--- config.mk ---
export PLATFORM = sky130hd
export DESIGN_NAME = lvl_irq_ctrl
export DESIGN_NICKNAME = d
export VERILOG_FILES = /design/src/rtl/lic_pkg.sv /design/src/rtl/lic_select.sv /design/src/rtl/lic_prio_stack.sv /design/src/rtl/lic_src_state.sv /design/src/rtl/lvl_irq_ctrl.sv
export SDC_FILE = /design/constraint.sdc
export NUM_CORES = 1
export LEC_CHECK = 0
export ABC_AREA = 1
export CORE_MARGIN = 4
export CORE_UTILIZATION = 48
export CTS_CLUSTER_SIZE = 12
export DETAILED_ROUTE_END_ITERATION = 10
export MAX_ROUTING_LAYER = met4
export PLACE_DENSITY = 0.81
export RECOVER_POWER = 100
export SLEW_MARGIN = 20
export SYNTH_ARGS = -nofsm -noshare
export SYNTH_HDL_FRONTEND = slang
export SYNTH_SLANG_ARGS = --single-unit
export TNS_END_PERCENT = 20
--- constraint.sdc ---
create_clock -name clk_i -period 11.7 [get_ports clk_i]
set_input_delay 3.51 -clock clk_i [delete_from_list [all_inputs] [get_ports clk_i]]
set_output_delay 3.51 -clock clk_i [all_outputs]
set_load 0.01 [all_outputs]
--- src/rtl/lic_pkg.sv ---
package lic_pkg;
  typedef enum logic {
    EOI_JOINT = 1'b0,
    EOI_SPLIT = 1'b1
  } eoi_mode_e;
endpackage

--- src/rtl/lic_select.sv ---
module lic_select #(
  parameter int N_SRC  = 4,
  parameter int PRIO_W = 3,
  parameter int ID_W   = 3
) (
  input  logic [N_SRC-1:0]        cand_i,
  input  logic [N_SRC*PRIO_W-1:0] prio_i,
  output logic                    found_o,
  output logic [ID_W-1:0]         best_id_o,
  output logic [PRIO_W:0]         best_prio_o
);
  localparam logic [PRIO_W:0] IDLE = {1'b1, {PRIO_W{1'b0}}};

  // strict compare keeps the lowest ID on ties
  always_comb begin
    found_o     = 1'b0;
    best_id_o   = '0;
    best_prio_o = IDLE;
    for (int i = 0; i < N_SRC; i++) begin
      if (cand_i[i] && ({1'b0, prio_i[i*PRIO_W +: PRIO_W]} < best_prio_o)) begin
        found_o     = 1'b1;
        best_id_o   = ID_W'(i);
        best_prio_o = {1'b0, prio_i[i*PRIO_W +: PRIO_W]};
      end
    end
  end
endmodule

--- src/rtl/lic_prio_stack.sv ---
module lic_prio_stack #(
  parameter int PRIO_W = 3,
  parameter int DEPTH  = 4
) (
  input  logic              clk_i,
  input  logic              rst_ni,
  input  logic              push_i,
  input  logic [PRIO_W-1:0] push_prio_i,
  input  logic              pop_i,
  output logic [PRIO_W:0]   top_o,
  output logic              full_o,
  output logic              empty_o
);
  localparam int CW = $clog2(DEPTH + 1);
  localparam logic [PRIO_W:0] IDLE = {1'b1, {PRIO_W{1'b0}}};

  logic [CW-1:0]     cnt_q;
  logic [PRIO_W-1:0] stk_q [DEPTH];

  assign full_o  = (cnt_q == CW'(DEPTH));
  assign empty_o = (cnt_q == '0);

  always_ff @(posedge clk_i or negedge rst_ni) begin
    if (!rst_ni)                 cnt_q <= '0;
    else if (push_i && !full_o)  cnt_q <= cnt_q + 1'b1;
    else if (pop_i && !empty_o)  cnt_q <= cnt_q - 1'b1;
  end

  for (genvar g = 0; g < DEPTH; g++) begin : g_slot
    always_ff @(posedge clk_i or negedge rst_ni) begin
      if (!rst_ni)                               stk_q[g] <= '0;
      else if (push_i && cnt_q == CW'(g))        stk_q[g] <= push_prio_i;
    end
  end

  always_comb begin
    top_o = IDLE;
    for (int i = 0; i < DEPTH; i++)
      if (cnt_q == CW'(i + 1)) top_o = {1'b0, stk_q[i]};
  end
endmodule

--- src/rtl/lic_src_state.sv ---
module lic_src_state #(
  parameter int N_SRC = 4
) (
  input  logic             clk_i,
  input  logic             rst_ni,
  input  logic [N_SRC-1:0] set_i,
  input  logic [N_SRC-1:0] clr_i,
  output logic [N_SRC-1:0] active_o
);
  for (genvar g = 0; g < N_SRC; g++) begin : g_src
    always_ff @(posedge clk_i or negedge rst_ni) begin
      if (!rst_ni)       active_o[g] <= 1'b0;
      else if (set_i[g]) active_o[g] <= 1'b1;
      else if (clr_i[g]) active_o[g] <= 1'b0;
    end
  end
endmodule

--- src/rtl/lvl_irq_ctrl.sv ---
module lvl_irq_ctrl
  import lic_pkg::*;
#(
  parameter int N_SRC       = 4,
  parameter int PRIO_W      = 3,
  parameter int STACK_DEPTH = 4,
  parameter int ID_W        = $clog2(N_SRC + 1)
) (
  input  logic                    clk_i,
  input  logic                    rst_ni,
  input  logic [N_SRC-1:0]        line_i,
  input  logic [N_SRC-1:0]        enable_i,
  input  logic [N_SRC*PRIO_W-1:0] prio_i,
  input  logic                    split_mode_i,
  input  logic                    ack_rd_i,
  output logic [ID_W-1:0]         ack_id_o,
  input  logic                    eoi_wr_i,
  input  logic [ID_W-1:0]         eoi_id_i,
  input  logic                    dir_wr_i,
  input  logic [ID_W-1:0]         dir_id_i,
  output logic                    irq_o,
  output logic [N_SRC-1:0]        pending_o,
  output logic [N_SRC-1:0]        active_o,
  output logic [N_SRC-1:0]        line_status_o,
  output logic [PRIO_W:0]         running_prio_o
);
  localparam logic [ID_W-1:0] SPUR_ID = '1;

  eoi_mode_e         mode;
  logic [N_SRC-1:0]  offer, set_v, clr_v, eoi_sel, dir_sel;
  logic              found, full, empty, take, do_ack, eoi_hit, dir_hit;
  logic [ID_W-1:0]   best_id;
  logic [PRIO_W:0]   best_prio;

  assign mode          = eoi_mode_e'(split_mode_i);
  assign line_status_o = line_i;
  assign pending_o     = line_i & enable_i;
  assign offer         = pending_o & ~active_o;

  lic_select #(.N_SRC(N_SRC), .PRIO_W(PRIO_W), .ID_W(ID_W)) u_sel (
    .cand_i      (offer),
    .prio_i      (prio_i),
    .found_o     (found),
    .best_id_o   (best_id),
    .best_prio_o (best_prio)
  );

  assign take     = found && (best_prio < running_prio_o) && !full;
  assign irq_o    = take;
  assign ack_id_o = take ? best_id : SPUR_ID;
  assign do_ack   = ack_rd_i && take;

  always_comb begin
    for (int i = 0; i < N_SRC; i++) begin
      eoi_sel[i] = (eoi_id_i == ID_W'(i));
      dir_sel[i] = (dir_id_i == ID_W'(i));
      set_v[i]   = do_ack && (best_id == ID_W'(i));
    end
  end

  // writes are dropped in a cycle that carries an acknowledge read
  assign eoi_hit = !ack_rd_i && eoi_wr_i && |(eoi_sel & active_o) && !empty;
  assign dir_hit = !ack_rd_i && dir_wr_i && (mode == EOI_SPLIT) && |(dir_sel & active_o);
  assign clr_v   = ((eoi_hit && mode == EOI_JOINT) ? eoi_sel : '0)
                 | (dir_hit ? dir_sel : '0);

  lic_src_state #(.N_SRC(N_SRC)) u_state (
    .clk_i    (clk_i),
    .rst_ni   (rst_ni),
    .set_i    (set_v),
    .clr_i    (clr_v),
    .active_o (active_o)
  );

  lic_prio_stack #(.PRIO_W(PRIO_W), .DEPTH(STACK_DEPTH)) u_stack (
    .clk_i       (clk_i),
    .rst_ni      (rst_ni),
    .push_i      (do_ack),
    .push_prio_i (best_prio[PRIO_W-1:0]),
    .pop_i       (eoi_hit),
    .top_o       (running_prio_o),
    .full_o      (full),
    .empty_o     (empty)
  );
endmodule

After elaboration in Yosys (flattened, before gate mapping)
Cells that the tools add are included.
- register bits: 19
- bits of input ports: 32
- output and inout port bits: 20
- word-level logic and storage cells: 100
- add/sub/neg operators: 2
- order comparisons: 4
- equality and inequality tests: 13
- mux-type cells: 28
- bitwise logic cells: 7
- reductions and logical operators: 37
- operators with widths (kind ; count):
    4-bit two-way mux ; 10
    3-bit by 2-bit == test with 1-bit output (second input constant) ; 8
    1-bit logical AND ; 23
    4-bit bitwise AND ; 4
    1-bit two-way mux ; 13
    3-bit by 1-bit == test with 1-bit output (second input constant) ; 4
    3-bit zero test ; 4
    3-bit by 4-bit less-than comparator with 1-bit output ; 3
    2-bit nonzero test ; 5
    3-bit two-way mux ; 3
    4-bit OR reduction ; 2
    4-bit less-than comparator ; 1
    2-bit two-way mux ; 2
    4-bit inverter ; 1
    4-bit OR ; 1
    3-bit by 1-bit adder with 3-bit output (second input constant) ; 1
    3-bit == test (second input constant) ; 1
    1-bit zero test ; 3
    3-bit by 1-bit subtractor with 3-bit output (second input constant) ; 1
    1-bit inverter ; 1

Longest topological paths before layout
Gate-level depths: netlist of run 1.
- word-level depth: 18
- gate-level depth with buffers: 33

Modules after synthesis
From an unflattened synthesis of run 1, not the netlist that was laid out.
- cell total of the unflattened synthesis: 312
- area, all modules: 1950.6 sq um
- by module, submodules not included (module ; times used ; cells an instance ; area each (sq um) ; sequential area each (sq um)):
    lic_prio_stack ; 1 ; 120 ; 888.4 ; 375.4
    lvl_irq_ctrl ; 1 ; 96 ; 495.5 ; 0.0
    lic_select ; 1 ; 76 ; 406.6 ; 0.0
    lic_src_state ; 1 ; 20 ; 160.2 ; 100.1

Worst setup path after synthesis of run 1
Ideal clock, no wire load.
- path kind: input to output
- start point: input line_i[0]
- end point: output ack_id_o[0]
- data arrival time: 7.142 ns
- required time: 8.190 ns
- slack: 1.048 ns
- stages on the path: 26
- buffers on the path: 1
- cells stage by stage: nand2_2 -> nor2_4 -> nand2_1 -> ha_1 -> nor3b_1 -> nand2_2 -> nand2_2 -> o21ai_0 -> ha_1 -> a211oi_1 -> nand2_4 -> nand2_1 -> o21ai_0 -> ha_1 -> inv_1 -> nor2_1 -> nand2_2 -> nand2_2 -> inv_1 -> o21ai_1 -> ha_1 -> nand2_1 -> inv_1 -> a21oi_4 -> buf_6 -> nand2_1
- word-level cells in the longest chain between the ends: 16
- elaborated cells between the ends (all ways): 23
- those cells by class: order compare: 4; mux: 12; bitwise: 2; reduce/logical: 5
- RTL lines (element ; line ; source):
    from (decl) ; lvl_irq_ctrl.sv:11 ; input logic [N_SRC-1:0] line_i,
    4-bit bitwise AND (*) ; lvl_irq_ctrl.sv:37 ; assign pending_o = line_i & enable_i;
    4-bit bitwise AND (*) ; lvl_irq_ctrl.sv:38 ; assign offer = pending_o & ~active_o;
    4-bit two-way mux (*) ; lic_select.sv:20 ; if (cand_i[i] && ({1'b0, prio_i[i*PRIO_W +: PRIO_W]} < best_prio_o)) begin
    3-bit by 4-bit less-than comparator with 1-bit output ; lic_select.sv:20 ;
    1-bit logical AND ; lic_select.sv:20 ;
    4-bit two-way mux (*) ; lic_select.sv:20 ;
    3-bit by 4-bit less-than comparator with 1-bit output ; lic_select.sv:20 ;
    1-bit logical AND ; lic_select.sv:20 ;
    4-bit two-way mux (*) ; lic_select.sv:20 ;
    3-bit by 4-bit less-than comparator with 1-bit output ; lic_select.sv:20 ;
    1-bit logical AND ; lic_select.sv:20 ;
    4-bit two-way mux (*) ; lic_select.sv:20 ;
    via best_prio[2] ; lvl_irq_ctrl.sv:33 ; logic [PRIO_W:0] best_prio;
    4-bit less-than comparator (*) ; lvl_irq_ctrl.sv:48 ; assign take = found && (best_prio < running_prio_o) && !full;
    1-bit logical AND (*) (2 in a row) ; lvl_irq_ctrl.sv:48 ;
    via irq_o ; lvl_irq_ctrl.sv:21 ; output logic irq_o,
    3-bit two-way mux (*) ; lvl_irq_ctrl.sv:50 ; assign ack_id_o = take ? best_id : SPUR_ID;
    to (decl) ; lvl_irq_ctrl.sv:16 ; output logic [ID_W-1:0] ack_id_o,
The timed path passes the listed nets; every way through them passes the cells marked *.

Final worst setup path of run 1
- start point: input line_i[0]
- end point: output ack_id_o[1]
- word-level cells in the longest chain between the ends: 16
- elaborated cells between the ends (all ways): 22
- those cells by class: order compare: 4; mux: 11; bitwise: 2; reduce/logical: 5
- RTL lines (element ; line):
    4-bit bitwise AND (*) ; lvl_irq_ctrl.sv:37
    4-bit bitwise AND (*) ; lvl_irq_ctrl.sv:38
    4-bit two-way mux (*) ; lic_select.sv:20
    3-bit by 4-bit less-than comparator with 1-bit output ; lic_select.sv:20
    1-bit logical AND ; lic_select.sv:20
    4-bit two-way mux (*) ; lic_select.sv:20
    3-bit by 4-bit less-than comparator with 1-bit output ; lic_select.sv:20
    1-bit logical AND ; lic_select.sv:20
    4-bit two-way mux (*) ; lic_select.sv:20
    3-bit by 4-bit less-than comparator with 1-bit output ; lic_select.sv:20
    1-bit logical AND ; lic_select.sv:20
    4-bit two-way mux (*) ; lic_select.sv:20
    via best_prio[2] ; lvl_irq_ctrl.sv:33
    4-bit less-than comparator (*) ; lvl_irq_ctrl.sv:48
    1-bit logical AND (*) (2 in a row) ; lvl_irq_ctrl.sv:48
    3-bit two-way mux (*) ; lvl_irq_ctrl.sv:50
Marked as above.

==> metrics.md, run 1 <==
| Metric | Value |
|---|---|
| CORE AREA | 3630 um^2 |
| Slew HR | 44.8% |
| P_sw | 0.238 mW |
| Worst-path clk slew | 0.07 ns |
| Clock Sinks | 19 |
| Most common cell in the netlist | nand2_1 |
| Cells on Worst Hold Path | 2 |
| Sw frac | 48.3% |
| # IOs | 52 |
| Initial antenna violation count | 0 |
| Tot Pwr | 0.493 mW |
| Layout Cells excl Fill | 365 |
| Die area | 4800 um^2 |
| Post-synth design cell area | 1800 um^2 |
| Hold Fails Final Rpt | 0 |
| Port bufs | 51 |
| Synth top area share | 26.4% |
| CTS tree | built |
| Maximum clock rate | 0.0868 GHz |
| Postcts setup bufs | 0 |
| Via density | 5.20 |
| Layout area overhead | 33.8% |
| Vias | 1899 |
| Critical path's slowest cell | clkdlybuf4s50_1 |
| Final Slew Violations | 0 |
| Post-DP HPWL | 3900 um |
| Number of synthesized flops with an enable pin | 0 |
| Final Cycle Share | 98.5% |
| Placed Instances | 361 |
| Combinational fraction of design power | 67.5% |
| DRC viols | 0 |
| Pin count of the biggest net entering global routing | 20 |
| # setup viols final | 0 |
| Lkg Pwr | 1.22 nW |
| Share of cells above drive strength 1 | 8.52% |
| Max VDD drop | 0.0993 mV |
| RSZ-0062 raised after global routing | true |
| Sequential share of power | 23.4% |
| Endpoint type of the worst setup path | primary output |
| Cell-internal power | 0.255 mW |
| FFs w/ async S/R, synth | 100% |
| Distinct cells, synth | 27 |
| Syn_nets | 311 |
| Cell row count | 22 |
| Clk Latency, worst-skew pair | 0.25 ns |
| Synth warn | 0 |
| Most Frequent Cell on Critical Path | nand2_1 |
| Worst path max stage delay | 0.50 ns |
| Pre-CTS setup slack | 0.0474 ns |
| First-pass GRT wire length | 7960 um |
| Routed wire length | 4750 um |
| Worst Tran Pin Value | 0.825 ns |
| Tot GR Track Use | 20.3% |
| Grt ovf | 0 |
| Hold buffers post-CTS | 0 |
| Nets | 365 |
| FF+latch count, synth | 19 |
| Type of origin of the critical path | input port |
| Detailed-route wire length per cell | 13.0 um |
| FILL cells | 349 |
| Layout Cell Area excl Fill | 2410 um^2 |
| Commonest cells in the netlist | nand2_1 (71), inv_1 (39), nand4_1 (35) |
| Die Wd | 69.3 um |
| Worst r2r path cells | 31 |
| DRT iter0 DRCs | 185 |
| Worst min-delay path category | reg -> reg |
| Max-cap check violation count | 0 |
| Sequential area share after synthesis | 26.4% |
| Routed Antenna Nets | 0 |
| Worst EP required | 8.19 ns |
| Clock skew | 0.00163 ns |
| Mapped Cells | 264 |
| DP Area | 2370 um^2 |
| Vias in the first global route | 1808 |
| Status | finished, final reports clean |
| Pwr Density | 204 nW/um^2 |
| CTS Buf Count | 3 |
| Worst Path Arrival | 8.01 ns |
| Sum Neg Setup Slack | 0 ns |
| Area contributors post-synth | dfrtp_1 (26%), nand2_1 (15%), nand4_1 (12%), ha_1 (10%), inv_1 (8.1%) |
| Max H-tree Level | 1 |
| Clock power frac | 9.1% |
| Top_reg_cell synth | dfrtp_1 |
| Die Height | 69.3 um |
| Crit Path Category | in -> out |
| DR pass1 iterations | 4 |
| Final Util | 66.5% |
| Post-synth top area cell | dfrtp_1 |
| Mean post-synth cell area | 6.83 um^2 |
| Starting density of the core | 49.7% |
| Cells resized by post-CTS repair | 0 |
| Diodes inserted | 0 |
| Final Hold Slack | 0.482 ns |
| Clock Tree Root | clkbuf_8 |
| Final WS setup | 0.181 ns |
| Placer Congestion | 0.921 |
| CTS Buffer Depth | 2 |
| Crit path max fanout | 7 |
| Period minus WS final | 11.52 ns |
-- critical path: cells and delay by family --
family	cells	cell delay, ns
simple gates	17	1.60
buf+inv	5	1.19
fa+ha+maj	4	1.10
compound gates	4	0.60
-- power by group through the flow --
| stage | Sequential (mW) | Combinational [mW] | Clock (mW) |
|---|---|---|---|
| 6_report | 0.115 | 0.333 | 0.0449 |
| 5_1_grt | 0.119 | 0.371 | 0.0493 |
| 4_1_cts | 0.115 | 0.334 | 0.0454 |
| 3_5_place_dp | 0.116 | 0.332 | 0 |
| 3_3_place_gp | 0.116 | 0.326 | 0 |
| 2_1_floorplan | 0.111 | 0.204 | 0 |
-- flip-flops by register name, indices dropped and copies added (netlist names) --
signal / flops
u_state.active_o: 4
u_stack.stk_q: 12
u_stack.cnt_q: 3
-- layout make-up --
type | count | area (um^2) | area share [%]
inverter | 41 | 154 | 6.37
sequential | 19 | 475 | 19.7
timing repair buffer | 57 | 558 | 23.1
tap | 48 | 60.1 | 2.49
clock buffer | 4 | 45.0 | 1.87
multi-input combinational | 196 | 1120 | 46.5
-- kinds of logic (layout without fill, tap and decap cells) --
| logic type | count (synthesis) | after routing | share of synthesized area (%) |
|---|---|---|---|
| AO/OA/AOI/OAI | 24 | 24 | 8.60 |
| XOR/XNOR | 1 | 1 | 0.486 |
| adder cells (fa/ha/maj) | 15 | 15 | 10.4 |
| buffers and inverters | 49 | 102 | 11.4 |
| flip-flops | 19 | 19 | 26.4 |
| AND/OR/NAND/NOR | 156 | 156 | 42.7 |
-- cell usage in the layout (no fill, tap or decap), drive strengths merged --
| cell | synthesis | routed |
|---|---|---|
| buf | 5 | 6 |
| ha | 15 | 15 |
| inv | 41 | 41 |
| dlygate4sd3 | 0 | 3 |
| xor2 | 1 | 1 |
| and2 | 1 | 1 |
| a41oi | 1 | 1 |
| dfrtp | 19 | 19 |
| nand3b | 2 | 2 |
| a21boi | 1 | 1 |
| a21oi | 4 | 4 |
| nor2 | 15 | 15 |
| a211oi | 1 | 1 |
| nand3 | 21 | 21 |
| o21ai | 14 | 14 |
| nand4 | 35 | 35 |
| nor3b | 1 | 1 |
| a31oi | 3 | 3 |
| dlymetal6s2s | 0 | 1 |
| clkdlybuf4s50 | 0 | 47 |
| clkbuf | 3 | 4 |
| nand2 | 81 | 81 |
-- path summary, 6_finish.rpt --
kind / from / endpoint / slack, ns
min: u_stack.stk_q[9] / u_stack.stk_q[9] / 0.48
min reg2reg: u_stack.stk_q[9] / u_stack.stk_q[9] / 0.48
max: line_i[0] / ack_id_o[1] / 0.18
min in group asynchronous: rst_ni / u_stack.stk_q[1] / 3.80
max reg2reg: u_state.active_o[0] / u_stack.stk_q[0] / 7.29
max in group asynchronous: rst_ni / u_stack.cnt_q[0] / 7.40
-- layer usage --
layer | track usage [%] | up-vias | part of all wire (%)
li1 | - | 995 | -
met4 | 4.56 | 0 | 1.2
met3 | 2.90 | 6 | 3.8
met5 | - | - | 0
met1 | 28.1 | 846 | 50
met2 | 31.6 | 52 | 45
(Power assumes the default switching activity.)
==> run 2, diff against run 1 <==
- CELL_PAD_IN_SITES_DETAIL_PLACEMENT: not set -> 1
- CELL_PAD_IN_SITES_GLOBAL_PLACEMENT: not set -> 2
- CORE_UTILIZATION: 48 -> 25
- PLACE_DENSITY: 0.81 -> not set
- PLACE_DENSITY_LB_ADDON: not set -> 0.1
==> run 2 against run 1 <==
Maximum frequency is essentially flat. Worst setup slack gained 0.0073 ns. First-iteration DRC count shrank 64%. Critical path type unchanged. Largest cell class unchanged. Largest power group unchanged. Highest routed layer unchanged.
==> metrics.md, run 2 (synthesis gave the netlist of run 1 again) <==
| Metric | Value |
|---|---|
| Status | finished, final reports clean |
| Diodes inserted | 0 (unchanged) |
| # IOs | 52 (unchanged) |
| Met2 usage in global routing | 22.0% (-9.6 points) |
| Worst-path clk slew | 0.07 ns (about the same) |
| Initial antenna violation count | 0 (unchanged) |
| Detailed-route wire length per cell | 14.0 um (+7.8%) |
| Final Slew Violations | 0 (unchanged) |
| Die Height | 93.0 um (+34%) |
| Clock Sinks | 19 (unchanged) |
| Worst EP required | 8.19 ns (about the same) |
| First-pass GRT wire length | 9930 um (+25%) |
| Hold Fails Final Rpt | 0 (unchanged) |
| Slew HR | 40.8% (-4.0 points) |
| Layout area overhead | 39.3% |
| Endpoint type of the worst setup path | primary output |
| Worst path max stage delay | 0.49 ns (about the same) |
| Period minus WS final | 11.51 ns (-0.00727 ns) |
| Clock Tree Root | clkbuf_8 |
| Reg2reg setup slack | 7.17 ns (-0.12 ns) |
| Cells on Worst Hold Path | 2 (unchanged) |
| Nets | 369 (+1.1%) |
| DRT iter0 DRCs | 67 (-64%) |
| DRC viols | 0 (unchanged) |
| CTS Buf Count | 3 (unchanged) |
| Tot GR Track Use | 14.5% (-5.8 points) |
| Critical path's slowest cell | clkdlybuf4s50_1 |
| Die area | 8640 um^2 (+80%) |
| Clock skew | 0.00883 ns (+0.00720 ns) |
| Worst r2r path cells | 30 (-3.2%) |
| FF-to-FF Start | u_state.active_o[0] |
| CTS tree | built |
| Pwr Density | 205 nW/um^2 (+0.54%) |
| Starting density of the core | 26.1% (-24 points) |
| Max H-tree Level | 1 (unchanged) |
| Hold Path Origin | u_stack.stk_q[0] |
| Grt ovf | 0 (unchanged) |
| Max-cap check violation count | 0 (unchanged) |
| Routed Antenna Nets | 0 (unchanged) |
| Lkg Pwr | 1.23 nW (+0.56%) |
| RSZ-0062 raised after global routing | true |
| Largest regs | u_stack.stk_q x12, u_state.active_o x4, u_stack.cnt_q x3 |
| DR pass1 iterations | 4 (unchanged) |
| R2r endpoint | u_stack.stk_q[6] |
| Worst Tran Pin Value | 0.885 ns (+0.0601 ns) |
| Hold buffers post-CTS | 0 (unchanged) |
| Most Frequent Cell on Critical Path | nand2_1 |
| Max reg flops | 12 (unchanged) |
| Cell row count | 30 (+36%) |
| Grt met3 use | 2.27% (-0.62 points) |
| M1 GR Usage | 21.0% (-7.1 points) |
| Global route hottest layer | met2 |
| Commonest non-fill, non-tap cell in the layout | nand2_1 |
| Routed wire length | 5850 um (+23%) |
| FILL cells | 900 (+160%) |
| Port bufs | 51 (unchanged) |
| Commonest non-fill, non-tap cells in the layout | nand2_1 (71), clkdlybuf4s50_1 (46), inv_1 (38) |
| Max VDD drop | 0.0679 mV (-32%) |
| Via density | 4.59 (-12%) |
| Pin count of the biggest net entering global routing | 20 (unchanged) |
| Multi-input logic area | 1130 um^2 (+0.45%) |
| Clk Latency, worst-skew pair | 0.26 ns (about the same) |
| Sum Neg Setup Slack | 0 ns (unchanged) |
| CORE AREA | 6910 um^2 (+90%) |
| Share of cells above drive strength 1 | 10.3% (+1.8 points) |
| Vias | 1912 (+0.68%) |
| Largest reg by FF count | u_stack.stk_q |
| Maximum clock rate | 0.0869 GHz (about the same) |
| CTS Buffer Depth | 2 (unchanged) |
| Vias in the first global route | 2003 (+11%) |
| Placer Congestion | 0.768 (-17%) |
| Post-DP HPWL | 4890 um (+26%) |
| Crit Path Category | in -> out |
| Crit path max fanout | 7 (unchanged) |
| Final Cycle Share | 98.4% (about the same) |
| # setup viols final | 0 (unchanged) |
| Hold EP | u_stack.stk_q[0] |
| Register area | 475 um^2 (unchanged) |
| Worst min-delay path category | reg -> reg |
| Die Wd | 93.0 um (+34%) |
| Worst Path Arrival | 8.00 ns (about the same) |
| Type of origin of the critical path | input port |
| Final Hold Slack | 0.493 ns (+0.0104 ns) |
run 2: changes by cell type in the layout (fill, tap and decap cells not counted), sizes merged:
| cell | previous run | this run |
|---|---|---|
| buf | 6 | 10 |
| clkbuf | 4 | 3 |
| clkdlybuf4s50 | 47 | 46 |
| clkinvlp | 0 | 1 |
| dlygate4sd3 | 3 | 4 |
run 2: critical path: cells and delay by family:
family / cells / cell delay [ns]
AND/OR/NAND/NOR: 15 / 1.34
buffers and inverters: 5 / 1.33
adder cells (fa/ha/maj): 4 / 0.99
AO/OA/AOI/OAI: 5 / 0.84
run 2: routing by layer:
layer / vias to the layer above / routed length (um)
met3: 2 / 217
li1: 999 / -
met1: 871 / 3080
met5: - / 0
met2: 40 / 2520
met4: 0 / 27
run 2: worst max-delay path by stage:
stage	from	to	slack [ns]
final	line_i[0]	ack_id_o[0]	0.19
after global placement	line_i[0]	ack_id_o[1]	-0.08
after floorplan	line_i[0]	ack_id_o[0]	1.05
after detailed placement	line_i[0]	ack_id_o[1]	-0.20
after global routing	line_i[0]	ack_id_o[0]	-0.20
after CTS	line_i[0]	ack_id_o[1]	0.007
run 2: through the flow:
step	utilization [%]	setup slack, ns	cell area [um^2]	cells	power, mW
after floorplan	-	1.05	1800	264	0.315
after global placement	35.4	-0.0800	2440	411	0.464
after detailed placement	35.4	-0.203	2440	411	0.467
after CTS	36.4	0.00709	2510	417	0.527
after global routing	36.4	-0.202	2510	417	0.572
final	36.4	0.188	2510	417	0.516
run 2: repair_timing:
item,in CTS,in global routing
setup buffers,2,0
pin swaps,1,2
cloned,0,0
gates resized for setup,2,5
endpoints found under the setup margin,4,4
run 2: report_power, final:
group	internal [mW]	switching, mW
clock	0.0240	0.0244
sequential	0.0899	0.0265
combinational	0.150	0.202
run 2: final cells by class:
class | instances | area share, %
clock buffer | 3 | 1.64
clock inverter | 1 | 0.299
inverter | 41 | 6.12
multi-input combinational | 196 | 44.8
sequential | 19 | 18.9
tap | 96 | 4.78
timing repair buffer | 61 | 23.4
